<file path="config.mk">
export PLATFORM = sky130hd
export DESIGN_NAME = link_bringup
export DESIGN_NICKNAME = d
export VERILOG_FILES = /design/src/rtl/link_bringup_pkg.sv /design/src/rtl/link_bringup_dp.sv /design/src/rtl/link_bringup_ctrl.sv /design/src/rtl/link_bringup.sv
export SDC_FILE = /design/constraint.sdc
export NUM_CORES = 1
export LEC_CHECK = 0
export BUFFER_PORTS_ARGS = -buffer_cell sky130_fd_sc_hd__buf_2
export CORE_MARGIN = 4
export CORE_UTILIZATION = 44
export CTS_CLUSTER_DIAMETER = 150
export DETAILED_ROUTE_END_ITERATION = 7
export HOLD_SLACK_MARGIN = 0.02
export PLACE_DENSITY_LB_ADDON = 0.25
export SETUP_SLACK_MARGIN = 0.5
export SLEW_MARGIN = 15
export SYNTH_ARGS = -nofsm -noshare
export SYNTH_HDL_FRONTEND = slang
export SYNTH_HIERARCHICAL = 1
export SYNTH_SLANG_ARGS = --single-unit
</file>
<file path="constraint.sdc">
create_clock -name clk -period 2.3 [get_ports clk]
set_input_delay 0.345 -clock clk [delete_from_list [all_inputs] [get_ports clk]]
set_output_delay 0.345 -clock clk [all_outputs]
set_load 0.005 [all_outputs]
</file>
<file path="src/rtl/link_bringup_pkg.sv">
package link_bringup_pkg;

  typedef enum logic [2:0] {
    PH_IDLE  = 3'd0,
    PH_RESET = 3'd1,
    PH_CFGWR = 3'd2,
    PH_WSYNC = 3'd3,
    PH_WHFN  = 3'd4,
    PH_WBFN  = 3'd5,
    PH_READY = 3'd6,
    PH_ERROR = 3'd7
  } phase_e;

  // Strobes from control to datapath
  typedef struct packed {
    logic cntClr;
    logic errSet;
    logic errClr;
  } ctrl_strb_t;

  // Decoded conditions from datapath to control
  typedef struct packed {
    logic holdDone;
    logic timeUp;
    logic syncOk;
    logic hfnOk;
    logic bfnOk;
    logic syncLost;
  } dp_flags_t;

  // Status field positions decoded by the sequencer
  localparam int ST_STATE_LO = 0;
  localparam int ST_CNT_LO   = 2;
  localparam int ST_BFN_BIT  = 6;
  localparam int ST_HFN_BIT  = 7;

endpackage

</file>
<file path="src/rtl/link_bringup_dp.sv">
module link_bringup_dp
  import link_bringup_pkg::*;
#(
  parameter int HOLD_CYC    = 3,
  parameter int TIMEOUT_CYC = 1000,
  parameter int STAT_W      = 8
) (
  input  logic              clk,
  input  logic              rstN,
  input  logic [STAT_W-1:0] statusIn,
  input  ctrl_strb_t        strb,
  output dp_flags_t         flags,
  output logic              errFlag
);

  localparam int MAXC  = (TIMEOUT_CYC > HOLD_CYC) ? TIMEOUT_CYC : HOLD_CYC;
  localparam int CNT_W = $clog2(MAXC + 1);

  logic [CNT_W-1:0]  cnt;
  logic [STAT_W-1:0] syncA, syncB;

  // Phase cycle counter, cleared on each phase change
  always_ff @(posedge clk or negedge rstN) begin
    if (!rstN)                        cnt <= '0;
    else if (strb.cntClr)             cnt <= '0;
    else if (cnt != CNT_W'(MAXC))     cnt <= cnt + CNT_W'(1);
  end

  // Two-stage status synchronizer
  always_ff @(posedge clk or negedge rstN) begin
    if (!rstN) begin
      syncA <= '0;
      syncB <= '0;
    end else begin
      syncA <= statusIn;
      syncB <= syncA;
    end
  end

  always_ff @(posedge clk or negedge rstN) begin
    if (!rstN)             errFlag <= 1'b0;
    else if (strb.errSet)  errFlag <= 1'b1;
    else if (strb.errClr)  errFlag <= 1'b0;
  end

  always_comb begin
    flags.holdDone = (cnt >= CNT_W'(HOLD_CYC - 1));
    flags.timeUp   = (cnt >= CNT_W'(TIMEOUT_CYC - 1));
    flags.syncOk   = (syncB[ST_STATE_LO +: 2] == 2'd3) && (syncB[ST_CNT_LO +: 3] == 3'd1);
    flags.hfnOk    = syncB[ST_HFN_BIT];
    flags.bfnOk    = syncB[ST_BFN_BIT];
    flags.syncLost = (syncB[ST_STATE_LO +: 2] != 2'd3);
  end

  // Assertion support: edges seen since reset release
  logic [1:0] warm;
  always_ff @(posedge clk or negedge rstN) begin
    if (!rstN)              warm <= '0;
    else if (warm != 2'd3)  warm <= warm + 2'd1;
  end

  // decode input lags the port by two edges
  p_sync_delay_r4: assert property (@(posedge clk) disable iff (!rstN)
    (warm >= 2'd2) |-> (syncB == $past(statusIn, 2)));

  // error only rises on a timeout strobe
  p_err_source_r11: assert property (@(posedge clk) disable iff (!rstN)
    $rose(errFlag) |-> $past(strb.errSet));

endmodule

</file>
<file path="src/rtl/link_bringup_ctrl.sv">
module link_bringup_ctrl
  import link_bringup_pkg::*;
#(
  parameter int          ADDR_W   = 8,
  parameter int          DATA_W   = 32,
  parameter int unsigned CFG_ADDR = 32'h8,
  parameter int unsigned CFG_DATA = 32'h21
) (
  input  logic              clk,
  input  logic              rstN,
  input  logic              startReq,
  input  logic              busWaitReq,
  input  dp_flags_t         flags,
  output ctrl_strb_t        strb,
  output logic [2:0]        phase,
  output logic              rstAll,
  output logic              busWrite,
  output logic [ADDR_W-1:0] busAddr,
  output logic [DATA_W-1:0] busWrData,
  output logic              ready
);

  phase_e state, nextState;

  always_ff @(posedge clk or negedge rstN) begin
    if (!rstN) state <= PH_IDLE;
    else       state <= nextState;
  end

  always_comb begin
    nextState = state;
    unique case (state)
      PH_IDLE:  if (startReq)        nextState = PH_RESET;
      PH_RESET: if (flags.holdDone)  nextState = PH_CFGWR;
      PH_CFGWR: if (!busWaitReq)     nextState = PH_WSYNC;
                else if (flags.timeUp) nextState = PH_ERROR;
      PH_WSYNC: if (flags.syncOk)    nextState = PH_WHFN;
                else if (flags.timeUp) nextState = PH_ERROR;
      PH_WHFN:  if (flags.hfnOk)     nextState = PH_WBFN;
                else if (flags.timeUp) nextState = PH_ERROR;
      PH_WBFN:  if (flags.bfnOk)     nextState = PH_READY;
                else if (flags.timeUp) nextState = PH_ERROR;
      PH_READY: if (flags.syncLost)  nextState = PH_WSYNC;
      PH_ERROR:                      nextState = PH_RESET;
      default:                       nextState = PH_IDLE;
    endcase
  end

  always_comb begin
    strb.cntClr = (nextState != state);
    strb.errSet = (nextState == PH_ERROR) && (state != PH_ERROR);
    strb.errClr = (nextState == PH_READY) && (state != PH_READY);
  end

  assign phase     = state;
  assign rstAll    = (state == PH_RESET);
  assign busWrite  = (state == PH_CFGWR);
  assign busAddr   = busWrite ? ADDR_W'(CFG_ADDR) : '0;
  assign busWrData = busWrite ? DATA_W'(CFG_DATA) : '0;
  assign ready     = (state == PH_READY);

  // reset pulse ends only after the hold count
  p_rst_hold_r2: assert property (@(posedge clk) disable iff (!rstN)
    $fell(rstAll) |-> $past(flags.holdDone));

  // stalled write keeps its fields
  p_bus_hold_r3: assert property (@(posedge clk) disable iff (!rstN)
    (busWrite && busWaitReq) |=> (busWrite && $stable(busAddr) && $stable(busWrData)));

  // strobe drops after acceptance
  p_bus_drop_r3: assert property (@(posedge clk) disable iff (!rstN)
    (busWrite && !busWaitReq) |=> !busWrite);

  // frame sync gate
  p_sync_gate_r5: assert property (@(posedge clk) disable iff (!rstN)
    (state == PH_WHFN && $past(state) == PH_WSYNC) |-> $past(flags.syncOk));

  // hyperframe gate
  p_hfn_gate_r6: assert property (@(posedge clk) disable iff (!rstN)
    (state == PH_WBFN && $past(state) == PH_WHFN) |-> $past(flags.hfnOk));

  // ready only after basic-frame flag
  p_ready_gate_r7: assert property (@(posedge clk) disable iff (!rstN)
    $rose(ready) |-> $past(flags.bfnOk));

  // error phase is one cycle then restart
  p_err_restart_r8: assert property (@(posedge clk) disable iff (!rstN)
    (state == PH_ERROR) |=> (state == PH_RESET));

  // sync loss while ready
  p_sync_loss_r9: assert property (@(posedge clk) disable iff (!rstN)
    (ready && flags.syncLost) |=> (!ready && state == PH_WSYNC));

endmodule

</file>
<file path="src/rtl/link_bringup.sv">
module link_bringup #(
  parameter int          NUM_MAP  = 2,
  parameter int          STAT_W   = 8,
  parameter int          ADDR_W   = 8,
  parameter int          DATA_W   = 32,
  parameter int          RST_HOLD = 4,
  parameter int          TIMEOUT  = 1000,
  parameter int unsigned CFG_ADDR = 32'h8,
  parameter int unsigned CFG_DATA = 32'h21
) (
  input  logic               clk,
  input  logic               rstN,
  input  logic               startReq,
  input  logic [STAT_W-1:0]  statusWord,
  input  logic               busWaitReq,
  output logic               cfgRst,
  output logic               cpuRst,
  output logic               mainRst,
  output logic               delayRst,
  output logic [NUM_MAP-1:0] mapRxRst,
  output logic [NUM_MAP-1:0] mapTxRst,
  output logic [ADDR_W-1:0]  busAddr,
  output logic [DATA_W-1:0]  busWrData,
  output logic               busWrite,
  output logic               ready,
  output logic               error,
  output logic [2:0]         phase
);
  import link_bringup_pkg::*;

  localparam int HOLD_EFF = (RST_HOLD < 3) ? 3 : RST_HOLD;

  ctrl_strb_t strb;
  dp_flags_t  flags;
  logic       rstAll;

  link_bringup_ctrl #(
    .ADDR_W(ADDR_W), .DATA_W(DATA_W), .CFG_ADDR(CFG_ADDR), .CFG_DATA(CFG_DATA)
  ) u_ctrl (
    .clk(clk), .rstN(rstN), .startReq(startReq), .busWaitReq(busWaitReq),
    .flags(flags), .strb(strb), .phase(phase), .rstAll(rstAll),
    .busWrite(busWrite), .busAddr(busAddr), .busWrData(busWrData), .ready(ready)
  );

  link_bringup_dp #(
    .HOLD_CYC(HOLD_EFF), .TIMEOUT_CYC(TIMEOUT), .STAT_W(STAT_W)
  ) u_dp (
    .clk(clk), .rstN(rstN), .statusIn(statusWord), .strb(strb),
    .flags(flags), .errFlag(error)
  );

  assign cfgRst   = rstAll;
  assign cpuRst   = rstAll;
  assign mainRst  = rstAll;
  assign delayRst = rstAll;
  assign mapRxRst = {NUM_MAP{rstAll}};
  assign mapTxRst = {NUM_MAP{rstAll}};

endmodule

</file>
# Word level (Yosys, flattened, before mapping)
# Cells that the tools add are included.
dict set report word_totals {
  ff_bits 30
  in_bits 12
  out_inout_bits 54
  elab_cells 45
}
dict set report classes {
  n_addsub 1
  n_lt_le_gt_ge 2
  eq_ne 16
  muxes 15
  n_reduce_logical 6
}
# op count
set ops {}
lappend ops {{3-bit two-way mux} 8}
lappend ops {{3-bit case mux with 8 select lines} 1}
lappend ops {{10-bit two-way mux} 2}
lappend ops {{3-bit == test, second input constant} 6}
lappend ops {{10-bit by 1-bit adder with 10-bit output, second input constant} 1}
lappend ops {{10-bit greater-or-equal comparator, second input constant} 1}
lappend ops {{10-bit by 2-bit greater-or-equal comparator with 1-bit output, second input constant} 1}
lappend ops {{10-bit != test, second input constant} 1}
lappend ops {{3-bit by 1-bit == test with 1-bit output, second input constant} 2}
lappend ops {{3-bit by 2-bit == test with 1-bit output, second input constant} 2}
lappend ops {{6-bit two-way mux} 1}
lappend ops {{3-bit != test, second input constant} 2}
lappend ops {{4-bit two-way mux} 1}
lappend ops {{2-bit nonzero test} 2}
lappend ops {{1-bit logical AND} 3}
lappend ops {{3-bit logical NOT} 1}
lappend ops {{3-bit != test} 1}
lappend ops {{2-bit == test, second input constant} 1}
lappend ops {{1-bit two-way mux} 2}
lappend ops {{2-bit != test, second input constant} 1}

# Depth between registers and ports, before layout
dict set report depth {
  depth_word 8
  ltp_mapped 10
  ltp_nobuf 9
}

# Modules after synthesis
# Netlist, hierarchy kept.
# mod instances cells_per_inst area_each_um2 seq_area_each_um2
set by_module_without_submodules {}
lappend by_module_without_submodules {link_bringup_dp 1 81 994.7 625.6}
lappend by_module_without_submodules {link_bringup_ctrl 1 87 646.9 75.1}
lappend by_module_without_submodules {link_bringup 1 7 52.6 0.0}

# Least setup slack after synthesis
# Ideal clock, no wire load.
dict set report synth_path {
  kind {reg-to-reg}
  startpoint {register u_dp.cnt[0]}
  endpoint {register u_dp.cnt[0]}
  setup_ns 0.125
  arrival_ns 2.398
  t_required_ns 2.175
  slack_ns -0.223
  stages_incl_launch_ff 11
  n_path_buf 1
  synth_period_minus_slack_ns 2.523
  cell_sequence {dfrtp_1 -> ha_1 -> nand2_1 -> a211oi_1 -> inv_1 -> a211o_1 -> a311o_1 -> nand4_1 -> dlymetal6s2s_1 -> nor2_1 -> mux2_2}
}
# item line_no
set synth_rtl {}
lappend synth_rtl {{start, declared} link_bringup_dp.sv:19} ;# logic [CNT_W-1:0] cnt;
lappend synth_rtl {{start signal, assigned} link_bringup_dp.sv:26} ;# else if (cnt != CNT_W'(MAXC)) cnt <= cnt + CNT_W'(1);

==> reports/metrics.cfg <==
[yosys]
synthCells = 175
synth_warnings = 6
yosys-top-cells-area = dfrtp_1, buf_4, a21oi_1, nand2_1, nor2_1
yosysSeqAreaShare = 0.414
netlist.top_cell.by_area = dfrtp_1
ys_types = 47
ys_ff_latch = 28
avgSynthCellArea_sq_um = 9.68
ys_async_sr_fraction = 1.00
synth_edf_count = 0
syn_area_sq_um = 1690
synth.most_common_cell = buf_4
ys_dominant_reg_cell = dfrtp_1
synth.cells.most_frequent = buf_4, dfrtp_1, a21oi_1, nand2_1, nor2_1
synth_top_area_frac = 0.414

[detailed_routing]
dr.pass1.iters = 5
routed_wl_um = 3040
via_count = 1199
drtIter0Drc = 51
via_per_inst = 4.76
ant_nets = 0
drc = 0
wl_per_cell_um = 12.1

[critical_path]
start_kind = flop
required_ns = 2.46
worst_ep_arrival_time_ns = 2.45
criticalPathCategory = flop to flop
endpoint_kind = flop
cp_max_fo = 7

[sta]
hold_viol_final = 0
setup_viol = 0
slew_viol_final = 0
worstMarginPinSlew_ns = 0.610
fin_crit_sh = 0.995
maxSlewHeadroom = 0.594
max_freq_ghz = 0.437
rsz0062_at_grt = true
hold_ws_ns = 0.0752
skew_ns = 0.00455
fin_crit_ns = 2.29

[global_route]
grt_antenna_before_repair = 0
grt_pass1_wl_um = 4960
grt_pass1_vias = 1137
grt_max_degree = 29
grt_overflow = 0
grt_usage = 0.120

[cells_and_area]
fill_cells = 334
diodes = 0
num-nets-final = 219
stdcell_area_sq_um = 1910
area_growth_pct = 12.6
layout-drive-gt1-share = 0.373

[place]
placed_area_sq_um = 1710
place.gp.congestion = 0.786
portBuffers = 27
place_hpwl_um = 2180

[floorplan]
coreArea_sq_um = 3690
rows = 22
die_h_um = 70.1
die_area_sq_um = 4910
start_util = 0.459
fp.dieW_um = 70.1
num_io_pins = 66

[cts]
clock_path_buffers = 2
root_buffer = clkbuf_8
clock_latency_ns = 0.27
cts_tree = built
numClockSinks = 28
clk_pin_slew_ns = 0.09
h-tree-depth = 1
ctsHoldBuffers = 0
numCtsBuffers = 3

[power]
p_leak_uw = 0.000915
ir_drop_uv = 443
power_density_nw_per_um2 = 974

[status]
run_status = finished clean

[flow_run]
maxCapViolCount = 0

[hold_path]
hp-class = input pin to asynchronous set/reset pin

report_power, final:
group | switching, uW | internal [uW]
sequential | 67.6 | 560
clock | 154 | 233
combinational | 432 | 410
total | 654 | 1200
metrics by stage:
stage	std cells	utilization	TNS, ns	power, uW	setup WS (ns)
2_1_floorplan	211	-	-0.0244	1180	-0.0244
3_3_place_gp	244	0.463	0	1290	0.0847
3_5_place_dp	244	0.463	-0.0286	1310	-0.0286
4_1_cts	252	0.508	0	1810	0.0299
5_1_grt	252	0.517	-0.943	1990	-0.128
6_report	252	0.517	0	1860	0.0109
cell families after synthesis:
family          synth area share
xor+xnor                  0.0103
flops                      0.414
fa+ha+maj                 0.0148
compound gates             0.114
mux                       0.0251
other cells              0.00221
buf+inv                    0.261
simple gates               0.158
layer usage:
| metal | part of all wire | global-route usage |
|---|---|---|
| met1 | 0.39 | 0.143 |
| met2 | 0.50 | 0.216 |
| met3 | 0.11 | 0.0259 |
| met4 | 0.0082 | 0.0298 |
| met5 | 0 | 0 |
state kept, by name (all words and copies together), names as in the netlist:
| register | cells |
|---|---|
| u_dp/syncA | 7 |
| u_dp/syncB | 7 |
| u_dp/errFlag | 1 |
| u_dp/cnt | 10 |
| u_ctrl/phase | 3 |
worst max-delay path: stages (launching register included):
cell	delay (ns)
dfrtp_1	0.37
ha_2	0.20
nand2_2	0.07
a211oi_4	0.29
inv_1	0.09
a211o_1	0.27
a311o_1	0.30
nand4_1	0.23
nor2_1	0.10
mux2_4	0.27
path summary, 6_finish.rpt:
kind / cells past startpoint / end / slack (ns) / startpoint
worst min-delay path: 1 / u_dp/cnt[4] / 0.08 / rstN
worst max register to register: 9 / u_dp/cnt[0] / 0.01 / u_dp/cnt[0]
min in group clk: 1 / u_dp/syncA[3] / 0.17 / statusWord[3]
worst min register to register: 0 / u_dp/syncB[1] / 0.36 / u_dp/syncA[1]
max in group asynchronous: 1 / u_dp/cnt[5] / 1.79 / rstN
worst max-delay path: 9 / u_dp/cnt[0] / 0.01 / u_dp/cnt[0]
placed cells by master, fill, tap and decap left out, drive strengths merged, types with 2 or more instances in the layout:
master,n
o31ai,2
buf,42
nand3,3
conb,37
inv,9
clkbuf,3
or4,2
mux2,2
nor2,9
dfrtp,28
nand2b,4
or3,3
o211ai,2
nand4,3
mux2i,2
ha,2
nand2,9
nor3,4
and3,2
o21ai,8
a21oi,9
o22ai,2
nor2b,2
cell type report:
| class | instances | area, sq um | share of cell area |
|---|---|---|---|
| Timing Repair Buffer | 42 | 255 | 0.134 |
| Sequential cell | 28 | 706 | 0.370 |
| Clock buffer | 3 | 41.3 | 0.0217 |
| Tap cell | 48 | 60.1 | 0.0315 |
| Clock inverter | 1 | 30.0 | 0.0157 |
| Multi-Input combinational cell | 121 | 778 | 0.408 |
| Inverter | 9 | 36.3 | 0.0190 |
what timing repair did:
item / CTS / global route
pin swaps: 4 / 4
endpoints found under the setup margin: 16 / 25
setup buffers: 4 / 0
gates resized for setup: 16 / 9
Note: power is estimated with default switching activity, not from simulation.
